<file path="config.mk">
export PLATFORM = sky130hd
export DESIGN_NAME = burst_addr_gen
export DESIGN_NICKNAME = d
export VERILOG_FILES = /design/src/rtl/burst_addr_pkg.sv /design/src/rtl/burst_cmd_dec.sv /design/src/rtl/burst_seq.sv /design/src/rtl/burst_addr_gen.sv
export SDC_FILE = /design/constraint.sdc
export NUM_CORES = 1
export LEC_CHECK = 0
export BUFFER_PORTS_ARGS = -buffer_cell sky130_fd_sc_hd__buf_2
export CAP_MARGIN = 40
export CORE_ASPECT_RATIO = 0.6
export CORE_MARGIN = 2
export CORE_UTILIZATION = 39
export CTS_CLUSTER_DIAMETER = 80
export DETAILED_ROUTE_END_ITERATION = 8
export GPL_ROUTABILITY_DRIVEN = 0
export PLACE_DENSITY = 0.74
export SYNTH_ARGS = -nofsm -noshare
export SYNTH_HDL_FRONTEND = slang
export SYNTH_SLANG_ARGS = --single-unit
</file>
<file path="constraint.sdc">
create_clock -name clk -period 1.28 [get_ports clk]
set_input_delay 0.128 -clock clk [delete_from_list [all_inputs] [get_ports clk]]
set_output_delay 0.128 -clock clk [all_outputs]
set_load 0.1 [all_outputs]
</file>
<file path="src/rtl/burst_addr_pkg.sv">
package burst_addr_pkg;

   typedef enum logic [1:0] {
      CMD_HOLD = 2'd0,
      CMD_LOAD = 2'd1,
      CMD_STEP = 2'd2,
      CMD_DROP = 2'd3
   } burst_cmd_e;

endpackage

</file>
<file path="src/rtl/burst_cmd_dec.sv">
module burst_cmd_dec
   import burst_addr_pkg::*;
(
   input  logic       stb_proc,
   input  logic       stb_ctrl,
   input  logic       chip_on,
   input  logic       advance,
   input  logic       valid_q,
   output burst_cmd_e cmd
);

   always_comb begin
      if ((stb_proc || stb_ctrl) && chip_on) begin
         cmd = CMD_LOAD;
      end else if (stb_ctrl) begin
         cmd = CMD_DROP;
      end else if (advance && valid_q) begin
         cmd = CMD_STEP;
      end else begin
         cmd = CMD_HOLD;
      end
   end

endmodule

</file>
<file path="src/rtl/burst_seq.sv">
module burst_seq
   import burst_addr_pkg::*;
#(
   parameter int BURST_W = 2
) (
   input  logic               clk,
   input  logic               rst_n,
   input  burst_cmd_e         cmd,
   input  logic [BURST_W-1:0] seed,
   input  logic               order_il,
   output logic [BURST_W-1:0] low_out
);

   logic [BURST_W-1:0] start_q;
   logic [BURST_W-1:0] cnt_q;

   always_ff @(posedge clk) begin
      if (!rst_n) begin
         start_q <= '0;
         cnt_q   <= '0;
      end else begin
         case (cmd)
            CMD_LOAD: begin
               start_q <= seed;
               cnt_q   <= '0;
            end
            CMD_STEP: cnt_q <= cnt_q + 1'b1;
            default:  ;
         endcase
      end
   end

   generate
      if (BURST_W == 1) begin : g_single
         // With a single burst bit, both orders give the same sequence.
         logic unused_mode;
         assign unused_mode = order_il;
         assign low_out     = start_q ^ cnt_q;
      end else begin : g_multi
         logic [BURST_W-1:0] lin_low;
         logic [BURST_W-1:0] il_low;
         assign lin_low = start_q + cnt_q;
         assign il_low  = start_q ^ cnt_q;
         assign low_out = order_il ? il_low : lin_low;
      end
   endgenerate

   AST_LOAD_SEED: assert property (@(posedge clk) disable iff (!rst_n)
      cmd == CMD_LOAD |=> (cnt_q == '0) && (start_q == $past(seed)));
   AST_CNT_HOLD: assert property (@(posedge clk) disable iff (!rst_n)
      (cmd == CMD_HOLD || cmd == CMD_DROP) |=> $stable(cnt_q) && $stable(start_q));
   AST_WRAP_START: assert property (@(posedge clk) disable iff (!rst_n)
      (cmd == CMD_STEP && cnt_q == {BURST_W{1'b1}}) |=> cnt_q == '0);

endmodule

</file>
<file path="src/rtl/burst_addr_gen.sv">
module burst_addr_gen
   import burst_addr_pkg::*;
#(
   parameter int ADDR_W  = 17,
   parameter int BURST_W = 2
) (
   input  logic              clk,
   input  logic              rst_n,
   input  logic [ADDR_W-1:0] addr_in,
   input  logic              stb_proc,
   input  logic              stb_ctrl,
   input  logic              sel_a,
   input  logic              sel_b,
   input  logic              sel_n,
   input  logic              advance,
   input  logic              order_il,
   output logic [ADDR_W-1:0] addr_out,
   output logic              addr_valid
);

   localparam int UP_W = ADDR_W - BURST_W;

   initial begin
      assert (BURST_W >= 1 && BURST_W < ADDR_W)
         else $error("burst_addr_gen: BURST_W must be at least 1 and below ADDR_W");
   end

   logic               chip_on;
   burst_cmd_e         cmd;
   logic [UP_W-1:0]    upper_q;
   logic               valid_q;
   logic [BURST_W-1:0] low_w;

   assign chip_on = sel_a && sel_b && !sel_n;

   burst_cmd_dec u_dec (
      .stb_proc (stb_proc),
      .stb_ctrl (stb_ctrl),
      .chip_on  (chip_on),
      .advance  (advance),
      .valid_q  (valid_q),
      .cmd      (cmd)
   );

   burst_seq #(.BURST_W(BURST_W)) u_seq (
      .clk      (clk),
      .rst_n    (rst_n),
      .cmd      (cmd),
      .seed     (addr_in[BURST_W-1:0]),
      .order_il (order_il),
      .low_out  (low_w)
   );

   always_ff @(posedge clk) begin
      if (!rst_n) begin
         upper_q <= '0;
         valid_q <= 1'b0;
      end else begin
         case (cmd)
            CMD_LOAD: begin
               upper_q <= addr_in[ADDR_W-1:BURST_W];
               valid_q <= 1'b1;
            end
            CMD_DROP: valid_q <= 1'b0;
            default:  ;
         endcase
      end
   end

   assign addr_out   = {upper_q, low_w};
   assign addr_valid = valid_q;

   AST_LOAD_TAKES: assert property (@(posedge clk) disable iff (!rst_n)
      ((stb_proc || stb_ctrl) && chip_on) |=> addr_valid
         && (addr_out[ADDR_W-1:BURST_W] == $past(addr_in[ADDR_W-1:BURST_W])));
   AST_UPPER_KEEP: assert property (@(posedge clk) disable iff (!rst_n)
      !((stb_proc || stb_ctrl) && chip_on) |=> $stable(addr_out[ADDR_W-1:BURST_W]));
   AST_PROC_IGNORED: assert property (@(posedge clk) disable iff (!rst_n)
      (stb_proc && !stb_ctrl && !chip_on && !advance) |=> $stable(addr_valid));
   AST_CTRL_DESELECT: assert property (@(posedge clk) disable iff (!rst_n)
      (stb_ctrl && !chip_on) |=> !addr_valid);
   AST_IDLE_NO_STEP: assert property (@(posedge clk) disable iff (!rst_n)
      (!addr_valid && !((stb_proc || stb_ctrl) && chip_on)) |=> !addr_valid);

endmodule

</file>
==> flow_summary_export.csv, run 1 <==
group,metric,value,unit
finish,drive_gt1_frac,0.5344,
logic_synthesis,syn-num-nets,109,
worst_setup_path,crit_chain,"ha_2 > nor2b_4 > xnor2_4 > buf_12",
pwr,p_per_area,1195,mW/mm^2
floorplanning,die_area,0.002678,sq mm
global_route,antenna_found_initial,0,
cts,cts_tree,"yes",
detailed_routing,routed_wl,2039,um
worst_setup_path,cp_max_fo,2,
pwr,swShare,0.3487,
timing,post-route-min-period,1.395,ns
worst_setup_path,critPathKind,"register to output pin",
detailed_routing,avgViaCountPerCell,4.584,
timing,worst_slack,-0.1153,ns
detailed_routing,drt-initial-drc-count,14,
detailed_routing,avgRoutedWirePerCell,12.66,um
detailed_routing,vias,738,
timing,fin_tns_setup,-1.020,ns
logic_synthesis,synth_top_cell_by_area,"dfxtp_1",
pwr,seqPwrFrac,0.412,
global_route,grt.busiest_layer,"met2",
logic_synthesis,yosysWarnings,0,
status,violations,"negative setup slack",
cts,cts.path.max_buffers,2,
finish,nets,161,
floorplanning,die_width,65.49,um
cts,hold_buffers,0,
pwr,max-vdd-ir-drop,0.6071,mV
detailed_routing,first_pass_iters,2,
pwr,pwr-share-clk,0.248,
cts,clkTransAtPathRegs,0.07,ns
logic_synthesis,ys_seq_area_frac,0.4526,
placed_design,port_buffers,43,
timing,report.final.hold_viol_count,0,
floorplanning,core-area,0.002163,sq mm
floorplanning,boundaryPins,44,
worst_setup_path,cp-start-kind,"register",
timing,finClkSkew,0.003169,ns
worst_setup_path,crit_path_end_kind,"output pin",
logic_synthesis,ys_types,20,
placed_design,hpwl,1368,um
pwr,p_leak,0.6172,nW
timing,timing.fmax,716.7,MHz
detailed_routing,antenna_left,0,
timing,grt_setup_unrepaired,"yes",
floorplanning,initial_core_util,0.4089,
placed_design,dp_slack,-0.2966,ns
cts,h-tree-depth,1,
cts,root_buffer,"clkbuf_8",
logic_synthesis,synth_top_area_share,0.4526,
finish,antenna_cells,0,
timing,final.period_utilization,1.090,
timing,worst_slew_pin_slew,0.4887,ns
status,outcome,"complete, but fails checks",
cts,cts_sinks,20,
pwr,power.net_switching,0.0005731,W
global_route,grt_overflow,0,
worst_setup_path,crit_required,1.15,ns
worst_setup_path,crit_arrival,1.27,ns
global_route,grt_use_met1,0.1620,
worst_hold_path,hold_class,"primary input to register",
floorplanning,rows,13,
global_route,met3_usage,0.06044,
worst_setup_path,slowest_stage,"dfxtp_2",
worst_setup_path,critPathMaxStageDelay,0.33,ns
global_route,grt_use_met2,0.3189,
finish,fill_cells,180,
cts,cts_buffers,3,
timing,slew_headroom,0.6764,
logic_synthesis,postSynthAreaPerCell,11.06,sq um
finish,syn2layout_area_growth,55.45,%
timing,maxSlewViolCount,0,
logic_synthesis,syn_inst,80,
global_route,grt_first_pass_wirelength,2932,um
detailed_routing,drcViolationCount,0,
timing,setup_violations,19,
logic_synthesis,ys_seq_elements,20,
job,drv_cap,0,
global_route,grt_max_degree,21,
floorplanning,dieHeight,40.89,um
cts,clk_latency,0.25,ns
global_route,track_usage,0.1568,
logic_synthesis,synth.cell_area,884.6,sq um
pwr,comb_power_share,0.340,
logic_synthesis,synth_area_leaders,"dfxtp_1 45%, mux2i_1 19%, nor2b_1 14%",
global_route,grt_pass1_vias,660,
pwr,p_int,0.001070,W
-- per-layer routing --
metal	vias to the layer above	part of all wire
met5	-	0
met4	0	0.0049
met3	2	0.075
met2	28	0.51
met1	339	0.40
li1	369	-
-- sequential cells by signal (all words and copies together), names as in the netlist --
signal and count:
upper_q 15, u_seq.cnt_q 2, u_seq.start_q 2, addr_valid 1
-- through the flow --
stage | hold WS [ns] | instance area [sq um] | utilization | std cells | power, W
after global routing | 0.1266 | 1375 | 0.6356 | 161 | 0.001722
after global placement | 0.3837 | 1182 | 0.5466 | 152 | 0.001176
after floorplan | 0.2975 | 915.9 | - | 80 | 0.001079
after CTS | 0.1299 | 1308 | 0.6044 | 159 | 0.001623
after detailed placement | 0.3958 | 1182 | 0.5466 | 152 | 0.001185
final | 0.1310 | 1375 | 0.6356 | 161 | 0.001643
-- layout make-up --
| type | instances | area [sq um] | share of cell area |
|---|---|---|---|
| multi-input combinational | 56 | 535.5 | 0.3894 |
| sequential | 20 | 406.6 | 0.2957 |
| timing repair buffer | 51 | 350.3 | 0.2548 |
| clock buffer | 4 | 45.04 | 0.03276 |
| tap | 30 | 37.54 | 0.02730 |
-- cells in the final DEF (no fill, tap or decap), drive strengths merged --
master and count:
ha 3, clkbuf 5, or2 2, o21a 1, a21boi 1, dfxtp 20
o211ai 1, xnor2 2, nor3b 1, buf 50, nor2 3, nand4bb 1
o21ai 1, mux2i 17, nor2b 20, and2b 1, a21oi 2
-- Yosys cell counts --
cell type / count
dfxtp_1: 20
ha_1: 3
buf_6: 1
xnor2_1: 2
o21ai_0: 1
o211ai_2: 1
a21oi_1: 2
nor2_2: 1
mux2i_1: 17
clkbuf_1: 2
o21a_1: 1
nand4bb_1: 1
nor3b_1: 1
nor2b_1: 20
or2_1: 1
a21boi_0: 1
or2_2: 1
buf_12: 1
nor2_1: 2
and2b_1: 1
-- path summary, 6_finish.rpt --
path | startpoint | to | slack, ns | cells after the start
max | u_seq.cnt_q[0]$_SDFFE_PN0P_ | addr_out[1] | -0.12 | 4
min | addr_in[15] | upper_q[13]$_SDFFE_PN0N_ | 0.13 | 3
max reg2reg | addr_valid$_SDFFE_PN0P_ | upper_q[9]$_SDFFE_PN0N_ | -0.09 | 6
min reg2reg | upper_q[5]$_SDFFE_PN0N_ | upper_q[5]$_SDFFE_PN0N_ | 0.52 | 2
-- critical path: cells and delay by family, from the launching register on --
family,cells,cell delay [ns]
and+or+nand+nor,1,0.18
adders and majority gates,1,0.17
buffers and inverters,1,0.19
DFF,1,0.33
xor gates and xnor gates,1,0.14
-- cells by family (layout without fill, tap and decap cells) --
| kind of cell | Yosys count | count (layout) | synth area share |
|---|---|---|---|
| buffers and inverters | 4 | 55 | 0.04385 |
| flip-flops | 20 | 20 | 0.4526 |
| AND/OR/NAND/NOR | 28 | 28 | 0.2009 |
| adder cells (fa/ha/maj) | 3 | 3 | 0.04244 |
| AO/OA/AOI/OAI | 6 | 6 | 0.04809 |
| multiplexers | 17 | 17 | 0.1924 |
| XOR/XNOR | 2 | 2 | 0.01981 |
-- power by group through the flow --
stage	logic, W	clock network [W]	registers, W
after floorplan	0.000180	0	0.000898
after global placement	0.000489	0	0.000687
after detailed placement	0.000497	0	0.000688
after CTS	0.000529	0.000417	0.000676
after global routing	0.000588	0.000454	0.000681
final	0.000559	0.000407	0.000678
-- what timing repair did --
item / CTS / global route
setup endpoints to repair: 20 / 21
cloned: 0 / 1
resized for setup: 7 / 7
pin swaps: 1 / 3
buffers inserted: 3 / 1
endpoints found under the hold margin: 0 / 0
No activity file was read; power rests on OpenSTA's default activity.
==> run 2, diff against run 1 <==
--- a/config.mk
+++ b/config.mk
@@ -6,8 +6,8 @@
 export NUM_CORES = 1
 export LEC_CHECK = 0
 export BUFFER_PORTS_ARGS = -buffer_cell sky130_fd_sc_hd__buf_2
-export CAP_MARGIN = 40
-export CORE_ASPECT_RATIO = 0.6
+export CAP_MARGIN = 20
+export CORE_ASPECT_RATIO = 1.5
 export CORE_MARGIN = 2
 export CORE_UTILIZATION = 39
 export CTS_CLUSTER_DIAMETER = 80
==> run 2 against run 1 <==
Against the previous run: sequential power about the same; global-route usage is 1.9 points lower; cell area shrank 0.82%; the flow still finishes with violations (negative setup slack); clock skew up 0.0034 ns; die area decreased by 0.17%.
==> flow_summary_export.csv, run 2 (synthesis results as in run 1) <==
group,metric,value,unit
status,outcome,"complete, but fails checks",
status,violations,"negative setup slack",
timing,worst_slew_pin_slew,0.4861,ns
detailed_routing,routed_wl,1773,um
worst_setup_path,crit_required,1.15,ns
global_route,grt_first_pass_wirelength,2863,um
worst_setup_path,critPathKind,"register to output pin",
finish,nets,163,
worst_hold_path,hold_class,"primary input to register",
timing,report.final.hold_viol_count,0,
cts,clkTransAtPathRegs,0.12,ns
detailed_routing,drt-initial-drc-count,13,
worst_setup_path,cp_max_fo,2,
global_route,track_usage,0.1376,
cts,root_buffer,"clkbuf_4",
global_route,grt_overflow,0,
finish,top_register,"upper_q",
worst_setup_path,crit_arrival,1.29,ns
global_route,grt_pass1_vias,713,
cts,cts_sinks,20,
floorplanning,die_width,42.89,um
floorplanning,rows,21,
detailed_routing,avgViaCountPerCell,4.731,
detailed_routing,antenna_left,0,
placed_design,dp_slack,-0.3474,ns
cts,cts.path.max_buffers,2,
placed_design,place_inst,144,
global_route,antenna_found_initial,0,
timing,post-route-min-period,1.415,ns
timing,finClkSkew,0.006542,ns
global_route,grt_max_degree,21,
finish,layoutNonFillerInstCount,156,
detailed_routing,vias,738,
finish,reg_top3,"upper_q: 15 flops, u_seq.cnt_q: 2 flops, u_seq.start_q: 2 flops",
timing,slew_headroom,0.6782,
finish,layout_common_cells,"39 x buf_2, 19 x nor2b_1, 17 x mux2i_1, 17 x dfxtp_1, 6 x buf_4",
finish,largest_register_ffs,15,
finish,fill_cells,186,
pwr,max-vdd-ir-drop,0.6987,mV
detailed_routing,drcViolationCount,0,
job,drv_cap,0,
cts,h-tree-depth,1,
placed_design,hpwl,1238,um
finish,antenna_cells,0,
timing,worst_slack,-0.1353,ns
floorplanning,core-area,0.002181,sq mm
placed_design,port_buffers,43,
timing,maxSlewViolCount,0,
cts,cts_tree,"yes",
timing,grt_setup_unrepaired,"yes",
pwr,p_leak,0.6243,nW
cts,cts_buffers,3,
floorplanning,boundaryPins,44,
pwr,p_per_area,1219,mW/mm^2
cts,clk_latency,0.30,ns
timing,setup_violations,11,
floorplanning,initial_core_util,0.4056,
detailed_routing,first_pass_iters,2,
floorplanning,dieHeight,62.33,um
detailed_routing,avgRoutedWirePerCell,11.37,um
worst_setup_path,cp-start-kind,"register",
floorplanning,die_area,0.002673,sq mm
timing,timing.fmax,706.6,MHz
cts,hold_buffers,0,
pwr,p_total,0.001662,W
finish,fin_util,0.6254,
finish,syn2layout_area_growth,54.17,%
finish,final_common_cell,"buf_2",
timing,final.period_utilization,1.106,
worst_setup_path,crit_path_end_kind,"output pin",
finish,drive_gt1_frac,0.5338,
## run 2: cell types whose count changed in the layout (fill, tap and decap cells not counted), sizes merged
cell  change
buf       +2
## run 2: worst max-delay path, cell delays in order, from the launching register on
cell     delay (ns)
dfxtp_2        0.37
ha_4           0.12
nor2b_4        0.18
xnor2_4        0.14
buf_12         0.19
## run 2: final timing paths
| check | slack, ns | start | end | depth (start not counted) |
|---|---|---|---|---|
| worst max-delay path | -0.14 | u_seq.cnt_q[0]$_SDFFE_PN0P_ | addr_out[1] | 4 |
| worst min-delay path | 0.08 | addr_in[7] | upper_q[5]$_SDFFE_PN0N_ | 3 |
| worst max register to register | -0.12 | addr_valid$_SDFFE_PN0P_ | upper_q[13]$_SDFFE_PN0N_ | 7 |
| worst min register to register | 0.53 | upper_q[5]$_SDFFE_PN0N_ | upper_q[5]$_SDFFE_PN0N_ | 2 |
## run 2: per-layer routing
metal	track usage	up-vias	wire length (um)	share of wire
met2	0.2500	20	995	0.56
li1	-	374	-	-
met1	0.1527	342	684	0.39
met3	0.01744	2	83	0.047
met4	0.05859	0	10	0.0056
met5	0	-	0	0
## run 2: final cells by class
type | instances | area, sq um | area share
Multi-Input combinational cell | 56 | 515.5 | 0.3780
Timing Repair Buffer | 53 | 365.4 | 0.2679
Tap cell | 23 | 28.78 | 0.02110
Clock buffer | 4 | 47.55 | 0.03486
Sequential cell | 20 | 406.6 | 0.2982
## run 2: timing repair
| action | CTS | global route |
|---|---|---|
| endpoints found under the hold margin | 0 | 0 |
| cloned | 1 | 0 |
| pin swaps | 4 | 4 |
| buffers inserted | 8 | 1 |
| endpoints found under the setup margin | 20 | 21 |
| resized for setup | 14 | 4 |
## run 2: per-stage QoR
stage	setup TNS (ns)	hold slack [ns]	cell area, sq um
finish	-1.052	0.08023	1364
floorplan	-4.562	0.2975	915.9
global route	-2.087	0.06391	1364
CTS	-2.024	0.07067	1386
detailed placement	-5.604	0.3985	1166
global placement	-4.759	0.3837	1166
## run 2: power breakdown
group          internal [W]  switching [W]
clock              0.000238       0.000195
combinational      0.000192       0.000361
sequential         0.000657      0.0000187
total               0.00109       0.000575
